[src/rtl/gpic_pkg.sv]
package gpic_pkg;
  // Priority levels and the width of one group priority field.
  localparam int unsigned NUM_LVL = 4;
  localparam int unsigned LVL_W   = $clog2(NUM_LVL);

  // Register select on the write port.
  typedef enum logic [1:0] {
    SEL_SRC_EN   = 2'd0,
    SEL_GLB_EN   = 2'd1,
    SEL_GRP_PRI  = 2'd2,
    SEL_FLAG_CLR = 2'd3
  } reg_sel_e;
endpackage

[src/rtl/gpic_regs.sv]
module gpic_regs
  import gpic_pkg::*;
#(
  parameter int unsigned N_SRC = 18,
  parameter int unsigned N_GRP = 6,
  parameter int unsigned WR_W  = 18,
  localparam int unsigned PRI_W = N_GRP * LVL_W
) (
  input  logic             clk,
  input  logic             rst,
  input  logic             wr_en,
  input  logic [1:0]       wr_addr,
  input  logic [WR_W-1:0]  wr_data,
  input  logic [N_SRC-1:0] req,
  input  logic [N_SRC-1:0] ack_clr,
  output logic [N_SRC-1:0] src_en,
  output logic             glb_en,
  output logic [PRI_W-1:0] grp_pri,
  output logic [N_SRC-1:0] pending
);
  reg_sel_e         sel;
  logic [N_SRC-1:0] flag_clr;

  assign sel      = reg_sel_e'(wr_addr);
  assign flag_clr = (wr_en && sel == SEL_FLAG_CLR) ? wr_data[N_SRC-1:0] : '0;

  always_ff @(posedge clk) begin
    if (rst) begin
      src_en  <= '0;
      glb_en  <= 1'b0;
      grp_pri <= '0;
      pending <= '0;
    end else begin
      if (wr_en) begin
        case (sel)
          SEL_SRC_EN:  src_en  <= wr_data[N_SRC-1:0];
          SEL_GLB_EN:  glb_en  <= wr_data[0];
          SEL_GRP_PRI: grp_pri <= wr_data[PRI_W-1:0];
          default: ;
        endcase
      end
      // New requests take precedence over any clear in the same cycle.
      pending <= (pending & ~(flag_clr | ack_clr)) | req;
    end
  end
endmodule

[src/rtl/gpic_arbiter.sv]
module gpic_arbiter
  import gpic_pkg::*;
#(
  parameter int unsigned N_SRC = 18,
  parameter int unsigned N_GRP = 6,
  localparam int unsigned IDX_W = $clog2(N_SRC),
  localparam int unsigned MEMB  = (N_SRC + N_GRP - 1) / N_GRP
) (
  input  logic [N_SRC-1:0]       cand,
  input  logic [N_GRP*LVL_W-1:0] grp_pri,
  output logic                   hit,
  output logic [IDX_W-1:0]       win_idx,
  output logic [LVL_W-1:0]       win_lvl
);
  // Level of every source, taken from the field of its group.
  logic [LVL_W-1:0] src_lvl [N_SRC];

  for (genvar s = 0; s < N_SRC; s++) begin : g_lvl
    localparam int unsigned GRP = s % N_GRP;
    assign src_lvl[s] = grp_pri[GRP*LVL_W +: LVL_W];
  end

  // Scan order: level high to low, group low to high, member low to high.
  always_comb begin
    hit     = 1'b0;
    win_idx = '0;
    win_lvl = '0;
    for (int l = NUM_LVL - 1; l >= 0; l--) begin
      for (int g = 0; g < N_GRP; g++) begin
        for (int m = 0; m < MEMB; m++) begin
          if ((g + m * N_GRP) < N_SRC) begin
            if (!hit && cand[g + m * N_GRP] &&
                src_lvl[g + m * N_GRP] == LVL_W'(l)) begin
              hit     = 1'b1;
              win_idx = IDX_W'(g + m * N_GRP);
              win_lvl = LVL_W'(l);
            end
          end
        end
      end
    end
  end
endmodule

[src/rtl/gpic_stack.sv]
module gpic_stack
  import gpic_pkg::*;
#(
  parameter int unsigned DEPTH = 4,
  localparam int unsigned CNT_W = $clog2(DEPTH + 1),
  localparam int unsigned PTR_W = (DEPTH > 1) ? $clog2(DEPTH) : 1
) (
  input  logic             clk,
  input  logic             rst,
  input  logic             push,
  input  logic [LVL_W-1:0] push_lvl,
  input  logic             pop,
  output logic [CNT_W-1:0] depth,
  output logic [LVL_W-1:0] top_lvl
);
  logic [LVL_W-1:0] lvl_mem [DEPTH];
  logic [CNT_W-1:0] top_ptr;

  assign top_ptr = depth - CNT_W'(1);
  assign top_lvl = (depth == '0) ? '0 : lvl_mem[top_ptr[PTR_W-1:0]];

  // Storage has no reset; only entries below the depth are ever read.
  always_ff @(posedge clk) begin
    if (push && depth < CNT_W'(DEPTH)) begin
      lvl_mem[depth[PTR_W-1:0]] <= push_lvl;
    end
  end

  always_ff @(posedge clk) begin
    if (rst) begin
      depth <= '0;
    end else if (push && depth < CNT_W'(DEPTH)) begin
      depth <= depth + CNT_W'(1);
    end else if (pop && depth != '0) begin
      depth <= depth - CNT_W'(1);
    end
  end
endmodule

[src/rtl/gpic_top.sv]
module gpic_top
  import gpic_pkg::*;
#(
  parameter int unsigned      N_SRC       = 18,
  parameter int unsigned      N_GRP       = 6,
  parameter int unsigned      STACK_DEPTH = 4,
  parameter logic [N_SRC-1:0] WAKE_MASK   = 18'h200FF,
  localparam int unsigned IDX_W = $clog2(N_SRC),
  localparam int unsigned PRI_W = N_GRP * LVL_W,
  localparam int unsigned WR_W  = (N_SRC > PRI_W) ? N_SRC : PRI_W,
  localparam int unsigned CNT_W = $clog2(STACK_DEPTH + 1)
) (
  input  logic             clk,
  input  logic             rst,
  input  logic [N_SRC-1:0] req_i,
  input  logic             wr_en_i,
  input  logic [1:0]       wr_addr_i,
  input  logic [WR_W-1:0]  wr_data_i,
  input  logic             ack_i,
  input  logic             reti_i,
  input  logic             sleep_i,
  output logic             irq_o,
  output logic [IDX_W-1:0] vec_o,
  output logic             wake_o
);
  logic [N_SRC-1:0] src_en_w, pending_w, cand_w, ack_clr_w;
  logic             glb_en_w;
  logic [PRI_W-1:0] grp_pri_w;
  logic             hit_w, allow_w, take_w;
  logic [IDX_W-1:0] win_idx_w;
  logic [LVL_W-1:0] win_lvl_w, top_lvl_w;
  logic [CNT_W-1:0] depth_w;

  logic             irq_q, wake_q;
  logic [IDX_W-1:0] vec_q;
  logic [LVL_W-1:0] lvl_q;

  assign take_w = ack_i && irq_q;
  assign cand_w = pending_w & src_en_w & {N_SRC{glb_en_w}};

  for (genvar s = 0; s < N_SRC; s++) begin : g_ack
    assign ack_clr_w[s] = take_w && (vec_q == IDX_W'(s));
  end

  gpic_regs #(.N_SRC(N_SRC), .N_GRP(N_GRP), .WR_W(WR_W)) u_regs (
    .clk     (clk),
    .rst     (rst),
    .wr_en   (wr_en_i),
    .wr_addr (wr_addr_i),
    .wr_data (wr_data_i),
    .req     (req_i),
    .ack_clr (ack_clr_w),
    .src_en  (src_en_w),
    .glb_en  (glb_en_w),
    .grp_pri (grp_pri_w),
    .pending (pending_w)
  );

  gpic_arbiter #(.N_SRC(N_SRC), .N_GRP(N_GRP)) u_arb (
    .cand    (cand_w),
    .grp_pri (grp_pri_w),
    .hit     (hit_w),
    .win_idx (win_idx_w),
    .win_lvl (win_lvl_w)
  );

  gpic_stack #(.DEPTH(STACK_DEPTH)) u_stack (
    .clk      (clk),
    .rst      (rst),
    .push     (take_w),
    .push_lvl (lvl_q),
    .pop      (reti_i),
    .depth    (depth_w),
    .top_lvl  (top_lvl_w)
  );

  // Preemption needs a strictly higher level than the handler in service.
  assign allow_w = hit_w && (depth_w == '0 || win_lvl_w > top_lvl_w);

  always_ff @(posedge clk) begin
    if (rst) begin
      irq_q  <= 1'b0;
      vec_q  <= '0;
      lvl_q  <= '0;
      wake_q <= 1'b0;
    end else begin
      irq_q  <= allow_w && !take_w;
      if (allow_w) begin
        vec_q <= win_idx_w;
        lvl_q <= win_lvl_w;
      end
      wake_q <= sleep_i && |(cand_w & WAKE_MASK);
    end
  end

  assign irq_o  = irq_q;
  assign vec_o  = vec_q;
  assign wake_o = wake_q;
endmodule

[config.mk]
export PLATFORM = sky130hd
export DESIGN_NAME = gpic_top
export DESIGN_NICKNAME = d
export VERILOG_FILES = /design/src/rtl/gpic_pkg.sv /design/src/rtl/gpic_regs.sv /design/src/rtl/gpic_arbiter.sv /design/src/rtl/gpic_stack.sv /design/src/rtl/gpic_top.sv
export SDC_FILE = /design/constraint.sdc
export NUM_CORES = 1
export LEC_CHECK = 0
export BUFFER_PORTS_ARGS = -buffer_cell sky130_fd_sc_hd__buf_4
export CAP_MARGIN = 20
export CORE_ASPECT_RATIO = 0.9
export CORE_UTILIZATION = 30
export CTS_BUF_LIST = sky130_fd_sc_hd__clkbuf_8
export DETAILED_ROUTE_END_ITERATION = 10
export SLEW_MARGIN = 20
export SYNTH_ARGS = -nofsm -noshare
export SYNTH_HDL_FRONTEND = slang
export SYNTH_SLANG_ARGS = --single-unit
[constraint.sdc]
create_clock -name clk -period 3.93 [get_ports clk]
set_input_delay 0.786 -clock clk [delete_from_list [all_inputs] [get_ports clk]]
set_output_delay 0.786 -clock clk [all_outputs]
set_load 0.02 [all_outputs]
==> impl_metrics.tcl <==
set metrics [dict create \
    synth_top_cell_area_share_pct 27.9 \
    min_path_cells 2 \
    multi_input_area_sq_um 2840 \
    worstSetupPathType "flip-flop to flip-flop" \
    cts_tree "done" \
    max_freq_mhz 276 \
    io_pins 51 \
    ys_types 74 \
    wire_per_inst_um 20.9 \
    clockRootBuffer "clkbuf_8" \
    r2r_cells 15 \
    gr-total-overflow 0 \
    io_buffers 50 \
    irDropWorstVdd_mv 0.203 \
    grt_pass1_vias 4591 \
    setup_tns_ps 0 \
    synth_flop_cell "dfxtp_1" \
    fin_cells 827 \
    cp-start-kind "flip-flop" \
    clockBufferDepth 2 \
    setup_viol 0 \
    required_ps 4200 \
    ys_seq_area_share_pct 33.4 \
    crit_path_start "u_regs.grp_pri[0]" \
    postSynth.asyncResetShare_pct 0 \
    fin_worst_skew_ps 13.3 \
    worstReg2RegStart "u_regs.grp_pri[0]" \
    insertedDiodeCount 0 \
    seqCellArea_sq_um 1460 \
    synth.avg_cell_area_sq_um 7.85 \
    die_x_um 129 \
    rows 41 \
    die_h_um 117 \
    clkTransAtPathRegs_ps 80 \
    yosysWarnings 0 \
    layout.nets 680 \
    post-synth-top-area-cell "dfxtp_1" \
    synth_cells 558 \
    die_area_sq_um 15100 \
    hold_viol 0 \
    grt_first_pass_wirelength_mm 26.6 \
    drive_above_1_share_pct 20.0 \
    routed_wl_mm 17.3 \
    rsz0062_at_grt "no" \
    synth_edf_count 8 \
    cts_buffers 9 \
    crit_end "vec_o[1]" \
    netlist_area_sq_um 4380 \
    p_per_area_nw_per_um2 330 \
    status "finished clean" \
    n_fill_cell 1544 \
    grt_max_degree 62 \
    antenna_left 0 \
    leakagePower_nw 2.01 \
    initial_core_util_pct 30.9 \
    drtPass1Iterations 6 \
    syn-num-nets 609 \
    drc 0 \
    ys_top_cells_by_area "dfxtp_1 28%, nand2_1 7.6%, nor2_1 6.1%" \
    drv_cap 0 \
    tightest_slew_ps 976 \
    drv_slew 0 \
    fp.coreArea_sq_um 14200 \
    fin_crit_ps 3630 \
    cp-end-kind "flip-flop" \
    vias 4870 \
    post_drt_via_cell_ratio 5.89 \
    grt.total_usage_pct 23.9 \
    crit-reg2reg-capture "vec_o[1]" \
    gp_congestion 0.995 \
    clk_latency_ps 370 \
    arrival_ps 3900 \
    fin_crit_sh_pct 92.3 \
    cts.htree.levels 3 \
    crit_path_max_fanout 9 \
    dp.cells 810 \
    worst-r2r-setup-slack_ps 300 \
    hpwl_mm 13.7 \
    area_delta_synth_final_pct 22.9 \
    cts.sinks 69 \
    drt_iter0_drc 456 \
    grt_antenna_before_repair 0 \
    ys_seq_elements 69 \
    hold_path.class "flip-flop to flip-flop" \
    max_slew_margin_pct 34.7 \
]
[flip-flops by register name (all words and copies together), names as in the netlist]
| signal | count |
|---|---|
| lvl_q | 2 |
| u_stack.depth | 3 |
| u_regs.glb_en | 1 |
| u_regs.pending | 18 |
| irq_o | 1 |
| wake_o | 1 |
| u_regs.src_en | 18 |
| u_regs.grp_pri | 12 |
| u_stack.lvl_mem | 8 |
| vec_o | 5 |
[power by group]
group	switching (mW)	internal (mW)	leakage, nW
Combinational	0.187	0.165	1.34
Clock	0.299	0.316	0.104
Sequential	0.0573	0.751	0.574
Total	0.544	1.23	2.01
[per-stage QoR]
step	power, mW	worst slack (ps)	hold WS, ps	util [%]	instance area, sq um
3_3_place_gp	1.17	117	473	36.3	5140
2_1_floorplan	1.04	137	449	-	4380
6_report	1.78	302	502	38.0	5390
4_1_cts	1.79	51.4	499	37.8	5350
3_5_place_dp	1.17	90.5	488	36.3	5140
5_1_grt	1.88	12.4	524	38.0	5390
[routing by layer]
layer	vias to the layer above	wire length (um)	track usage, %
li1	2252	-	-
met1	2350	7650	31.9
met2	229	7720	37.1
met3	39	1310	4.58
met4	0	624	11.8
met5	-	0	0
[how the worst min path moves through the flow]
stage | slack (ps) | to | start
6_report | 500 | u_regs.src_en[4] | u_regs.src_en[4]
5_1_grt | 520 | u_regs.src_en[4] | u_regs.src_en[4]
4_1_cts | 500 | u_regs.src_en[4] | u_regs.src_en[4]
3_5_place_dp | 490 | u_regs.src_en[4] | u_regs.src_en[4]
3_3_place_gp | 470 | u_regs.src_en[17] | u_regs.src_en[17]
2_1_floorplan | 450 | u_regs.src_en[17] | u_regs.src_en[17]
[synth_stat cells, types with 4 or more instances]
library cell,n
a31oi_1,25
edfxtp_1,8
o22ai_1,8
nand4_1,11
o211ai_1,7
nand3_1,25
nor2b_1,11
and2_1,5
ha_1,7
nand3b_1,7
nand4b_1,4
nor3_1,15
inv_1,4
a222oi_1,6
nand2_1,89
dfxtp_1,61
and3_1,7
mux2i_1,13
o21ai_0,10
or3_1,4
a311oi_1,6
clkbuf_1,18
a221oi_1,4
nand2b_1,18
a21oi_1,32
a211oi_1,4
nor2_1,71
or3b_2,5
a22oi_1,5
[critical path, stage by stage, from the launching register on]
cell and delay [ps]:
dfxtp_1 490, nand2b_1 140, nor2_1 340, a311oi_4 100, a221oi_1 400, o211ai_1 200, a221o_1 370, nor3_2 240
ha_1 260, nand2_1 50, o21ai_0 70, and2_1 160, a31oi_2 190, buf_4 190, nor2_1 50, a311oi_1 270
[placed cells by master (no fill, tap or decap), drive strengths merged, types with 8 or more instances in the layout]
cell type and count:
dfxtp 61, edfxtp 8, a31oi 25, o21ai 11
o22ai 8, nor2b 11, nor3 15, nand2 89
buf 82, mux2i 13, nand4 11, nand2b 18
a21oi 32, nand3 26, inv 8, clkbuf 10
nor2 72
[final cells by class]
cell class	count	area share [%]
Clock inverter	6	1.28
Multi-Input combinational cell	461	52.7
Timing Repair Buffer	82	11.4
Inverter	6	0.418
Tap cell	193	4.48
Clock buffer	10	2.56
Sequential cell	69	27.2
[timing repair]
action / CTS / global route
endpoints found under the hold margin: 0 / 0
setup buffers: 0 / 1
resized for setup: 0 / 6
hold buffers: 0 / 0
setup endpoints to repair: 0 / 8
[logic make-up after synthesis]
| group | share of synthesized area (%) |
|---|---|
| and+or+nand+nor | 33.7 |
| AOI/OAI and AO/OA | 24.2 |
| DFF | 33.4 |
| buffers and inverters | 2.60 |
| muxes | 4.00 |
| adders and majority gates | 2.00 |
| xor gates and xnor gates | 0.200 |
No activity file was read; power rests on OpenSTA's default activity.
